==> src/rtl/flash_rd_pkg.sv <==
package flash_rd_pkg;
  localparam int PH_BYTES = 8;
  localparam int DATA_W   = 64;
  localparam int CHK_W    = 8;
  localparam int SYN_W    = 7;
  localparam int CODE_W   = DATA_W + CHK_W;

  typedef enum logic {ST_IDLE, ST_SECOND} rd_state_e;

  // code-word position of data bit j: j-th non-power-of-two position from 3
  function automatic int data_pos(input int j);
    int k;
    int res;
    k = 0;
    res = 0;
    for (int p = 1; p < CODE_W; p++) begin
      if ((p & (p - 1)) != 0) begin
        if (k == j) res = p;
        k++;
      end
    end
    return res;
  endfunction
endpackage

==> src/rtl/flash_rd_rstsync.sv <==
module flash_rd_rstsync (
  input  logic clk,
  input  logic rst_n,
  output logic rst_sync_n
);
  logic [1:0] sync_q;

  always_ff @(posedge clk or negedge rst_n) begin
    if (!rst_n) sync_q <= 2'b00;
    else        sync_q <= {sync_q[0], 1'b1};
  end

  assign rst_sync_n = sync_q[1];
endmodule

==> src/rtl/flash_rd_secded.sv <==
module flash_rd_secded
  import flash_rd_pkg::*;
(
  input  logic [DATA_W-1:0] data_i,
  input  logic [CHK_W-1:0]  chk_i,
  output logic [DATA_W-1:0] data_o,
  output logic              corr_o,
  output logic              unc_o
);
  logic [CODE_W-1:0] cw;
  logic [CODE_W-1:0] fixed;
  logic [SYN_W-1:0]  syn;
  logic              par;
  logic              syn_ok;

  assign cw[0] = chk_i[CHK_W-1];
  for (genvar i = 0; i < SYN_W; i++) begin : g_chk
    assign cw[1 << i] = chk_i[i];
  end
  for (genvar j = 0; j < DATA_W; j++) begin : g_dat
    assign cw[data_pos(j)] = data_i[j];
    assign data_o[j]       = fixed[data_pos(j)];
  end

  always_comb begin
    syn = '0;
    for (int p = 1; p < CODE_W; p++) begin
      if (cw[p]) syn = syn ^ SYN_W'(p);
    end
  end

  assign par    = ^cw;
  assign syn_ok = (32'(syn) < CODE_W);

  always_comb begin
    fixed = cw;
    if (par && syn_ok) begin
      for (int p = 1; p < CODE_W; p++) begin
        if (SYN_W'(p) == syn) fixed[p] = ~cw[p];
      end
    end
  end

  assign unc_o  = (!par && (syn != '0)) || (par && !syn_ok);
  assign corr_o = par && syn_ok;
endmodule

==> src/rtl/flash_rd_lane.sv <==
module flash_rd_lane
  import flash_rd_pkg::*;
(
  input  logic [DATA_W-1:0] phrase_i,
  input  logic [2:0]        ofs_i,
  output logic [7:0]        hi_o,
  output logic [7:0]        lo_o
);
  logic [7:0] lane [PH_BYTES];

  for (genvar k = 0; k < PH_BYTES; k++) begin : g_lane
    assign lane[k] = phrase_i[8*k +: 8];
  end

  assign hi_o = lane[ofs_i];
  assign lo_o = lane[ofs_i | 3'd1];
endmodule

==> src/rtl/flash_ecc_rd.sv <==
module flash_ecc_rd
  import flash_rd_pkg::*;
#(
  parameter int NUM_BLOCKS        = 2,
  parameter int PHRASES_PER_BLOCK = 8,
  localparam int PIW   = $clog2(NUM_BLOCKS * PHRASES_PER_BLOCK),
  localparam int AW    = PIW + 3
) (
  input  logic                  clk,
  input  logic                  rst_n,
  input  logic                  req,
  input  logic                  word,
  input  logic [AW-1:0]         addr,
  input  logic [NUM_BLOCKS-1:0] blk_busy,
  input  logic                  clr,
  output logic [PIW-1:0]        arr_phrase,
  input  logic [DATA_W-1:0]     arr_data,
  input  logic [CHK_W-1:0]      arr_chk,
  output logic                  rdy,
  output logic [15:0]           rdata,
  output logic                  sec_flag,
  output logic                  ded_flag
);
  localparam int PPB_W = $clog2(PHRASES_PER_BLOCK);
  localparam int BLK_W = PIW - PPB_W;

  logic            rst_i_n;
  rd_state_e       st_q, st_n;
  logic [7:0]      hi_q, hi_n;
  logic            pc_q, pc_n, pu_q, pu_n;
  logic            ld_first;
  logic            rdy_q, rdy_n;
  logic [15:0]     rdata_q, rdata_n;
  logic            sec_q, sec_n, ded_q, ded_n;
  logic            done, f_cor, f_unc;
  logic [AW-1:0]   cur_addr;
  logic [BLK_W-1:0] blk;
  logic            busy;
  logic [DATA_W-1:0] fixed;
  logic            corr, unc;
  logic [7:0]      b_hi, b_lo;

  flash_rd_rstsync u_rst (.clk(clk), .rst_n(rst_n), .rst_sync_n(rst_i_n));

  assign cur_addr   = (st_q == ST_SECOND) ? addr + AW'(1) : addr;
  assign arr_phrase = cur_addr[AW-1:3];
  assign blk        = arr_phrase[PIW-1:PPB_W];
  assign busy       = blk_busy[blk];

  flash_rd_secded u_dec (
    .data_i(arr_data), .chk_i(arr_chk),
    .data_o(fixed), .corr_o(corr), .unc_o(unc)
  );

  flash_rd_lane u_lane (
    .phrase_i(fixed), .ofs_i(cur_addr[2:0]),
    .hi_o(b_hi), .lo_o(b_lo)
  );

  // next-state
  always_comb begin
    st_n     = st_q;
    ld_first = 1'b0;
    done     = 1'b0;
    f_cor    = 1'b0;
    f_unc    = 1'b0;
    rdata_n  = '0;
    unique case (st_q)
      ST_IDLE: begin
        if (req && !rdy_q && !busy) begin
          if (word && addr[0]) begin
            st_n     = ST_SECOND;
            ld_first = 1'b1;
          end else begin
            done    = 1'b1;
            f_cor   = corr;
            f_unc   = unc;
            rdata_n = word ? {b_hi, b_lo} : {8'h00, b_hi};
          end
        end
      end
      ST_SECOND: begin
        if (!busy) begin
          st_n    = ST_IDLE;
          done    = 1'b1;
          f_cor   = pc_q | corr;
          f_unc   = pu_q | unc;
          rdata_n = {hi_q, b_hi};
        end
      end
      default: st_n = ST_IDLE;
    endcase
    hi_n  = ld_first ? b_hi : hi_q;
    pc_n  = ld_first ? corr : pc_q;
    pu_n  = ld_first ? unc  : pu_q;
    rdy_n = done;
    sec_n = (sec_q & ~clr) | (done & f_cor & ~f_unc);
    ded_n = (ded_q & ~clr) | (done & f_unc);
  end

  // registers
  always_ff @(posedge clk or negedge rst_i_n) begin
    if (!rst_i_n) begin
      st_q    <= ST_IDLE;
      rdy_q   <= 1'b0;
      rdata_q <= '0;
      sec_q   <= 1'b0;
      ded_q   <= 1'b0;
    end else begin
      st_q    <= st_n;
      rdy_q   <= rdy_n;
      rdata_q <= rdata_n;
      sec_q   <= sec_n;
      ded_q   <= ded_n;
    end
  end

  always_ff @(posedge clk or negedge rst_i_n) begin
    if (!rst_i_n) begin
      hi_q <= '0;
      pc_q <= 1'b0;
      pu_q <= 1'b0;
    end else if (ld_first) begin
      hi_q <= hi_n;
      pc_q <= pc_n;
      pu_q <= pu_n;
    end
  end

  assign rdy      = rdy_q;
  assign rdata    = rdata_q;
  assign sec_flag = sec_q;
  assign ded_flag = ded_q;
endmodule

==> config.mk <==
export PLATFORM = sky130hd
export DESIGN_NAME = flash_ecc_rd
export DESIGN_NICKNAME = d
export VERILOG_FILES = /design/src/rtl/flash_rd_pkg.sv /design/src/rtl/flash_rd_rstsync.sv /design/src/rtl/flash_rd_secded.sv /design/src/rtl/flash_rd_lane.sv /design/src/rtl/flash_ecc_rd.sv
export SDC_FILE = /design/constraint.sdc
export NUM_CORES = 1
export LEC_CHECK = 0
export BUFFER_PORTS_ARGS = -buffer_cell sky130_fd_sc_hd__buf_2
export CORE_MARGIN = 2
export CORE_UTILIZATION = 56
export CTS_CLUSTER_SIZE = 25
export DETAILED_ROUTE_END_ITERATION = 10
export PLACE_DENSITY = 0.83
export SLEW_MARGIN = 30
export SYNTH_ARGS = -nofsm -noshare
export SYNTH_HDL_FRONTEND = slang
export SYNTH_SLANG_ARGS = --single-unit
==> constraint.sdc <==
create_clock -name clk -period 1.11 [get_ports clk]
set_input_delay 0.0555 -clock clk [delete_from_list [all_inputs] [get_ports clk]]
set_output_delay 0.0555 -clock clk [all_outputs]
set_load 0.1 [all_outputs]
==> results.cfg, run 1 <==
[run_status]
stop_stage = 4_1_cts
status = did not finish
error = [ERROR DPL-0038] Utilization greater than 100%, impossible to legalize

[logic_synthesis]
syn_area_per_cell_um2 = 8.47
syn_nets = 613
synth_edf_count = 0
synth_area_leader_cell = xnor2_1
synth_area_mm2 = 0.00445
syn_inst = 526
yosysUniqueCellTypes = 59
synth-seq-cells = 32
seq_area_frac_synth_pct = 18.0
ys_warn_count = 0
async_flop_share_pct = 100
synthTopCellsByArea = xnor2_1 28%, dfrtp_1 18%, xor2_1 7.7%
synth_top_area_share_pct = 27.9
ys.flop_type = dfrtp_1

[floorplanning]
row_count = 32
initial_utilization_pct = 57.6
die_w_um = 93.2
pin_count = 109
die_y_um = 93.2

[cts]
cts_resized = 160
cts_inserted_buffers = 5
postCtsSetupRepairBufs = 30
max-clock-path-buffers = 2
cts_hold_buf = 2
h-tree-depth = 2
cts_sinks = 32
root_buffer = clkbuf_8

[place]
port_buffers = 108
hpwl_um = 19100
gp_congestion = 1.17
-- logic make-up after synthesis --
group	synth area share, %
adders and majority gates	0.281
buffers and inverters	3.40
DFF	18.0
muxes	1.91
and+or+nand+nor	18.0
xor gates and xnor gates	42.8
AOI/OAI and AO/OA	15.5
other	0.0842
-- metrics by stage --
| step | instance area (um2) | hold WS (ps) | utilization, % | std cells | setup WS [ps] |
|---|---|---|---|---|---|
| after floorplan | 5030 | -240 | - | 526 | -1640 |
| after global placement | 7330 | -161 | 94.8 | 904 | -2200 |
| after detailed placement | 7330 | -156 | 94.8 | 904 | -2580 |
-- cell usage after synthesis (all sizes together), types with 2 or more instances --
| cell type | instances |
|---|---|
| buf | 9 |
| o31a | 6 |
| and2 | 2 |
| nor4 | 14 |
| o22ai | 20 |
| xnor2 | 155 |
| xnor3 | 3 |
| clkbuf | 13 |
| or3 | 3 |
| o2111ai | 3 |
| a22oi | 5 |
| mux2i | 7 |
| nand3 | 5 |
| o31ai | 5 |
| o21ai | 28 |
| dfrtp | 32 |
| or4 | 3 |
| inv | 4 |
| a21oi | 12 |
| a221oi | 5 |
| xor2 | 41 |
| nor3 | 53 |
| nand2 | 34 |
| a31oi | 5 |
| nand4 | 3 |
| o221ai | 3 |
| and4 | 2 |
| nor2 | 36 |
==> run 2, diff against run 1 <==
--- a/config.mk
+++ b/config.mk
@@ -7,10 +7,9 @@
 export LEC_CHECK = 0
 export BUFFER_PORTS_ARGS = -buffer_cell sky130_fd_sc_hd__buf_2
 export CORE_MARGIN = 2
-export CORE_UTILIZATION = 56
-export CTS_CLUSTER_SIZE = 25
+export CORE_UTILIZATION = 40
 export DETAILED_ROUTE_END_ITERATION = 10
-export PLACE_DENSITY = 0.83
+export PLACE_DENSITY_LB_ADDON = 0.15
 export SLEW_MARGIN = 30
 export SYNTH_ARGS = -nofsm -noshare
 export SYNTH_HDL_FRONTEND = slang
==> run 2 against run 1 <==
  * The flow now finishes, with violations (setup timing)
  * Synthesized cell count unchanged
  * Area after synthesis unchanged
==> results.cfg, run 2 <==
[sta]
rsz0062_at_grt = true
max_freq_mhz = 323
fin_crit_ps = 3090
fin_hold_ws_ps = 82.1
skew_ps = 7.83
setup_tns_ps = -50560
worst_pin_slew_ps = 688
setup_viol = 34
fin_crit_sh_pct = 279
slew_violations = 0
relSlewSlack_pct = 53.9
layout_setup_ws_ps = -1980
hold_viol = 0

[logic_synthesis]
ys.flop_type = dfrtp_1
synth-seq-cells = 32
yosysUniqueCellTypes = 59
seq_area_frac_synth_pct = 18.0
synth_area_leader_cell = xnor2_1
async_flop_share_pct = 100
syn_nets = 613
synth_edf_count = 0
synth_area_mm2 = 0.00445
syn_inst = 526
syn_area_per_cell_um2 = 8.47
ys_warn_count = 0
yosysMostFrequentCell = xnor2_1
synthTopCellsByArea = xnor2_1 28%, dfrtp_1 18%, xor2_1 7.7%
synth_top_area_share_pct = 27.9
synth_common_cells = 142 x xnor2_1, 45 x nor3_1, 39 x xor2_1

[finish]
layout_common_cells = 226 x buf_4, 87 x xnor2_1, 71 x buf_2, 45 x xnor2_2, 32 x dfrtp_1
layout_commonest_cell = buf_4
nets = 958
largest_reg_flops = 16
fillers = 590
antenna_cells = 0
multi_input_area_mm2 = 0.00512
syn_to_final_growth_pct = 108
seq_area_um2 = 801
drive_gt1_share_pct = 64.8

[cts]
max-clock-path-buffers = 2
path_clk_slew_ps = 80
cts_sinks = 32
h-tree-depth = 2
root_buffer = clkbuf_8
cts_inserted_buffers = 5
cts_tree = done
clkLatencyLatePin_ps = 290

[floorplanning]
row_count = 38
dieArea_mm2 = 0.0120
core_mm2 = 0.0108
initial_utilization_pct = 41.1
pin_count = 109
die_y_um = 110
die_w_um = 110

[job]
maxCapViolations = 0

[route]
drc = 0
via_count = 5634
drt_iter0_markers = 331
avgRoutedWirePerCell_um = 21.0
viasPerCell = 5.57
antenna_left = 0
wl_um = 21200
firstDrtPassIters = 5

[power_and_ir_drop]
power_density_mw_per_mm2 = 2860
total_power_w = 0.0265
ir_worst_vdd_uv = 3470
p_leak_nw = 4.00

[worst_setup_path]
slowest_delay_ps = 560
crit_fanout = 5
end_kind = flip-flop
critPathSlowestCell = xnor3_2
cpMostUsedCell = buf_4
critPathKind = primary input to flip-flop
cp_data_arrival_time_ps = 3230
worstPathCellList = buf_2, buf_6, xnor2_2, xnor2_1, xnor3_2, xnor2_4, buf_4, nor3_4, a21oi_4, buf_12, nor4_1, xor2_1, a221oi_2, buf_4, o22ai_1
critPathRequiredTime_ps = 1250
worstSetupStartpointType = primary input

[place]
dpl_worst_slack_ps = -2300
hpwl_um = 15600
port_buffers = 108
gp_congestion = 0.941

[grt]
grt_max_degree = 31
grt_pass1_vias = 5614
grt_usage_pct = 33.7
grt_pass1_wl_um = 30000
antenna_found_initial = 0
grt.overflow.total = 0

[run_status]
status = finished with violations
violations = setup timing

[hold_path]
hold_path_class = primary input to async pin
## run 2: worst paths after layout
path | startpoint | to | slack (ps) | cells past startpoint
setup / recovery | arr_data[1] | rdata[0] | -1980 | 15
hold reg to reg | u_rst.sync_q[1] | rdata[12] | 260 | 1
max in group asynchronous | u_rst.sync_q[1] | rdata[2] | 570 | 1
setup reg to reg | st_q | hi_q[5] | -1180 | 9
hold / removal | rst_n | u_rst.sync_q[1] | 80 | 2
min in group clk | word | st_q | 180 | 3
## run 2: through the flow
step / cells / util (%) / cell area, um2
final: 1012 / 85.6 / 9280
after global routing: 1012 / 85.6 / 9280
after CTS: 997 / 80.8 / 8760
after detailed placement: 966 / 70.0 / 7590
after global placement: 966 / 70.0 / 7590
after floorplan: 526 / - / 5030
## run 2: area by class of cell
type | instances | area share [%]
multi-input combinational | 469 | 55.2
timing repair buffer | 359 | 32.8
sequential | 32 | 8.63
tap | 140 | 1.89
clock buffer | 5 | 0.742
clock inverter | 3 | 0.459
inverter | 4 | 0.216
## run 2: logic make-up (layout without fill, tap and decap cells)
family,count (synthesis),in the layout,share of synthesized area [%]
AND/OR/NAND/NOR,157,158,18.0
buffers and inverters,27,371,3.40
other,1,1,0.0842
flip-flops,32,32,18.0
adder cells (fa/ha/maj),1,1,0.281
AO/OA/AOI/OAI,101,102,15.5
XOR/XNOR,199,199,42.8
multiplexers,8,8,1.91
## run 2: critical path, delay by kind of cell
kind / cells / cell delay, ps
xor gates and xnor gates: 5 / 1280
buffers and inverters: 5 / 740
AOI/OAI and AO/OA: 3 / 560
and+or+nand+nor: 2 / 590
## run 2: power breakdown
group | leakage, nW | internal (W) | total, W | switching, W
registers | 0.421 | 0.00138 | 0.00154 | 0.000155
clock network | 0.0541 | 0.000664 | 0.00113 | 0.000471
logic | 3.52 | 0.0108 | 0.0238 | 0.0131
## run 2: what timing repair did
action / in CTS / in global routing
resized for setup: 152 / 64
hold buffers: 2 / 0
setup endpoints to repair: 34 / 34
endpoints found under the hold margin: 4 / 0
pin swaps: 58 / 47
setup buffers: 21 / 15
gates cloned: 2 / 0
## run 2: per-layer routing
metal / track usage, % / up-vias / part of all wire, %
met5: 0 / - / 0
met4: 17.2 / 0 / 5.5
met3: 5.63 / 78 / 6.4
met2: 58.7 / 268 / 50
met1: 39.8 / 2730 / 38
li1: - / 2558 / -
Power figures use the tool's default switching activity.
==> run 3, diff against run 2 <==
--- a/config.mk
+++ b/config.mk
@@ -5,10 +5,10 @@
 export SDC_FILE = /design/constraint.sdc
 export NUM_CORES = 1
 export LEC_CHECK = 0
-export BUFFER_PORTS_ARGS = -buffer_cell sky130_fd_sc_hd__buf_2
 export CORE_MARGIN = 2
 export CORE_UTILIZATION = 40
 export DETAILED_ROUTE_END_ITERATION = 10
+export DONT_BUFFER_PORTS = 1
 export PLACE_DENSITY_LB_ADDON = 0.15
 export SLEW_MARGIN = 30
 export SYNTH_ARGS = -nofsm -noshare
==> run 3 against run 2 <==
  * Worst hold slack got worse by 26 ps
  * Largest power group unchanged
  * Global-route usage is 2.2 points lower
  * Final cell count shrank 15%
  * Register-to-register slack is essentially flat
  * Critical endpoint is now rdata[2]
  * The run still ends with setup timing left
  * Critical path type unchanged
  * Sequential power fell by 3%
  * Sequential share of layout area rose by 1.4 points
  * First-iteration DRC count rose by 16%
==> results.cfg, run 3 (synthesis results as in run 2) <==
[run_status]
status = finished with violations
violations = setup timing

[cts]
h-tree-depth = 2
cts_tree = done
root_buffer = clkbuf_8
cts_sinks = 32
max-clock-path-buffers = 2
cts_inserted_buffers = 5
path_clk_slew_ps = 70
clkLatencyLatePin_ps = 290

[finish]
syn_to_final_growth_pct = 79.0
fin_cells = 863
drive_gt1_share_pct = 56.8
nets = 809
layout_common_cells = 170 x buf_4, 91 x xnor2_1, 49 x xnor2_2, 32 x dfrtp_1, 31 x nand2_1
seq_area_um2 = 801
layout_commonest_cell = buf_4
multi_input_area_mm2 = 0.00504
largest_reg_flops = 16
fillers = 756
utilization_pct = 73.5
antenna_cells = 0

[place]
gp_congestion = 0.976
hpwl_um = 14500
placed_cells = 816
dpl_worst_slack_ps = -2080
port_buffers = 0

[worst_setup_path]
end_kind = flip-flop
r2r_slack_ps = -1180
cp_data_arrival_time_ps = 2970
critPathKind = primary input to flip-flop
critPathRequiredTime_ps = 1310
worstSetupStartpointType = primary input
crit_fanout = 8

[route]
viasPerCell = 5.74
firstDrtPassIters = 5
via_count = 4955
antenna_left = 0
avgRoutedWirePerCell_um = 21.8
drt_iter0_markers = 385
wl_um = 18900
drc = 0

[sta]
setup_viol = 34
relSlewSlack_pct = 53.3
fin_crit_sh_pct = 250
skew_ps = 7.75
max_freq_mhz = 361
layout_setup_ws_ps = -1660
rsz0062_at_grt = true
hold_viol = 0
worst_pin_slew_ps = 697
setup_tns_ps = -44780
fin_crit_ps = 2770
slew_violations = 0

[grt]
grt_pass1_wl_um = 28000
antenna_found_initial = 0
grt.overflow.total = 0
grt_pass1_vias = 5024
grt_max_degree = 31
grt_usage_pct = 31.5

[power_and_ir_drop]
pwr-share-seq_pct = 5.9
clkPwrFrac_pct = 4.4
power_density_mw_per_mm2 = 3180
power.switching_w = 0.0131
ir_worst_vdd_uv = 2370
power_frac_comb_pct = 89.7
p_leak_nw = 3.25
intPower_w = 0.0123
p_sw_share_pct = 51.6
total_power_w = 0.0253

[floorplanning]
initial_utilization_pct = 41.1
row_count = 38
dieArea_mm2 = 0.0120
pin_count = 109
die_y_um = 110
die_w_um = 110
core_mm2 = 0.0108

[hold_path]
hold_path_class = primary input to flip-flop

[job]
maxCapViolations = 0
==> run 3: worst paths after layout <==
kind,end,cells after the start,startpoint
setup reg to reg,rdata[1],8,st_q
max in group asynchronous,u_rst.sync_q[0],2,rst_n
setup / recovery,rdata[2],13,arr_data[22]
hold reg to reg,rdata[6],1,u_rst.sync_q[1]
min in group asynchronous,rdata[6],1,u_rst.sync_q[1]
hold / removal,rdata[2],3,word
==> run 3: critical path, cell delays in order <==
cell and delay, ps:
xnor2_4 120, xnor2_2 250, xnor2_2 100, buf_4 140, xor2_1 150, buf_4 190
or4_4 500, a2111o_1 450, or3_4 370, a21oi_4 190, a2111oi_4 70, or2_1 260
a22oi_1 130
==> run 3: metal layers <==
layer	up-vias	share of wire [%]	GRT usage [%]
li1	2260	-	-
met1	2353	38	40.2
met2	280	49	55.1
met3	62	7.6	3.32
met4	0	4.9	11.4
met5	-	0	0
==> run 3: area by class of cell <==
class                   instances  area share (%)
inverters                       4           0.251
flip-flops and latches         32            10.0
multi-input cells             468            63.2
repair buffers                211            22.9
clock buffers                   6           0.911
clock inverters                 2           0.440
well taps                     140            2.20
==> run 3: timing repair <==
| action | CTS | global route |
|---|---|---|
| buffers inserted | 24 | 11 |
| hold endpoints to repair | 12 | 0 |
| hold buffers | 5 | 0 |
| resized for setup | 141 | 54 |
| gates cloned | 1 | 0 |
| endpoints found under the setup margin | 34 | 34 |
| pin swaps | 67 | 49 |
==> run 3: stage by stage <==
step                      hold slack [ps]  cell area, um2
final                                56.5            7970
after global routing                 64.7            7970
after CTS                            67.1            7580
after detailed placement             -240            6390
after global placement               -240            6390
after floorplan                      -240            5030
==> run 3: power by group through the flow <==
stage / clock network (W) / logic, W / registers [W]
5_1_grt: 0.00118 / 0.0237 / 0.00152
6_report: 0.00111 / 0.0227 / 0.00150
4_1_cts: 0.00112 / 0.0204 / 0.00149
3_3_place_gp: 0 / 0.0167 / 0.00150
2_1_floorplan: 0 / 0.00894 / 0.00210
3_5_place_dp: 0 / 0.0169 / 0.00151
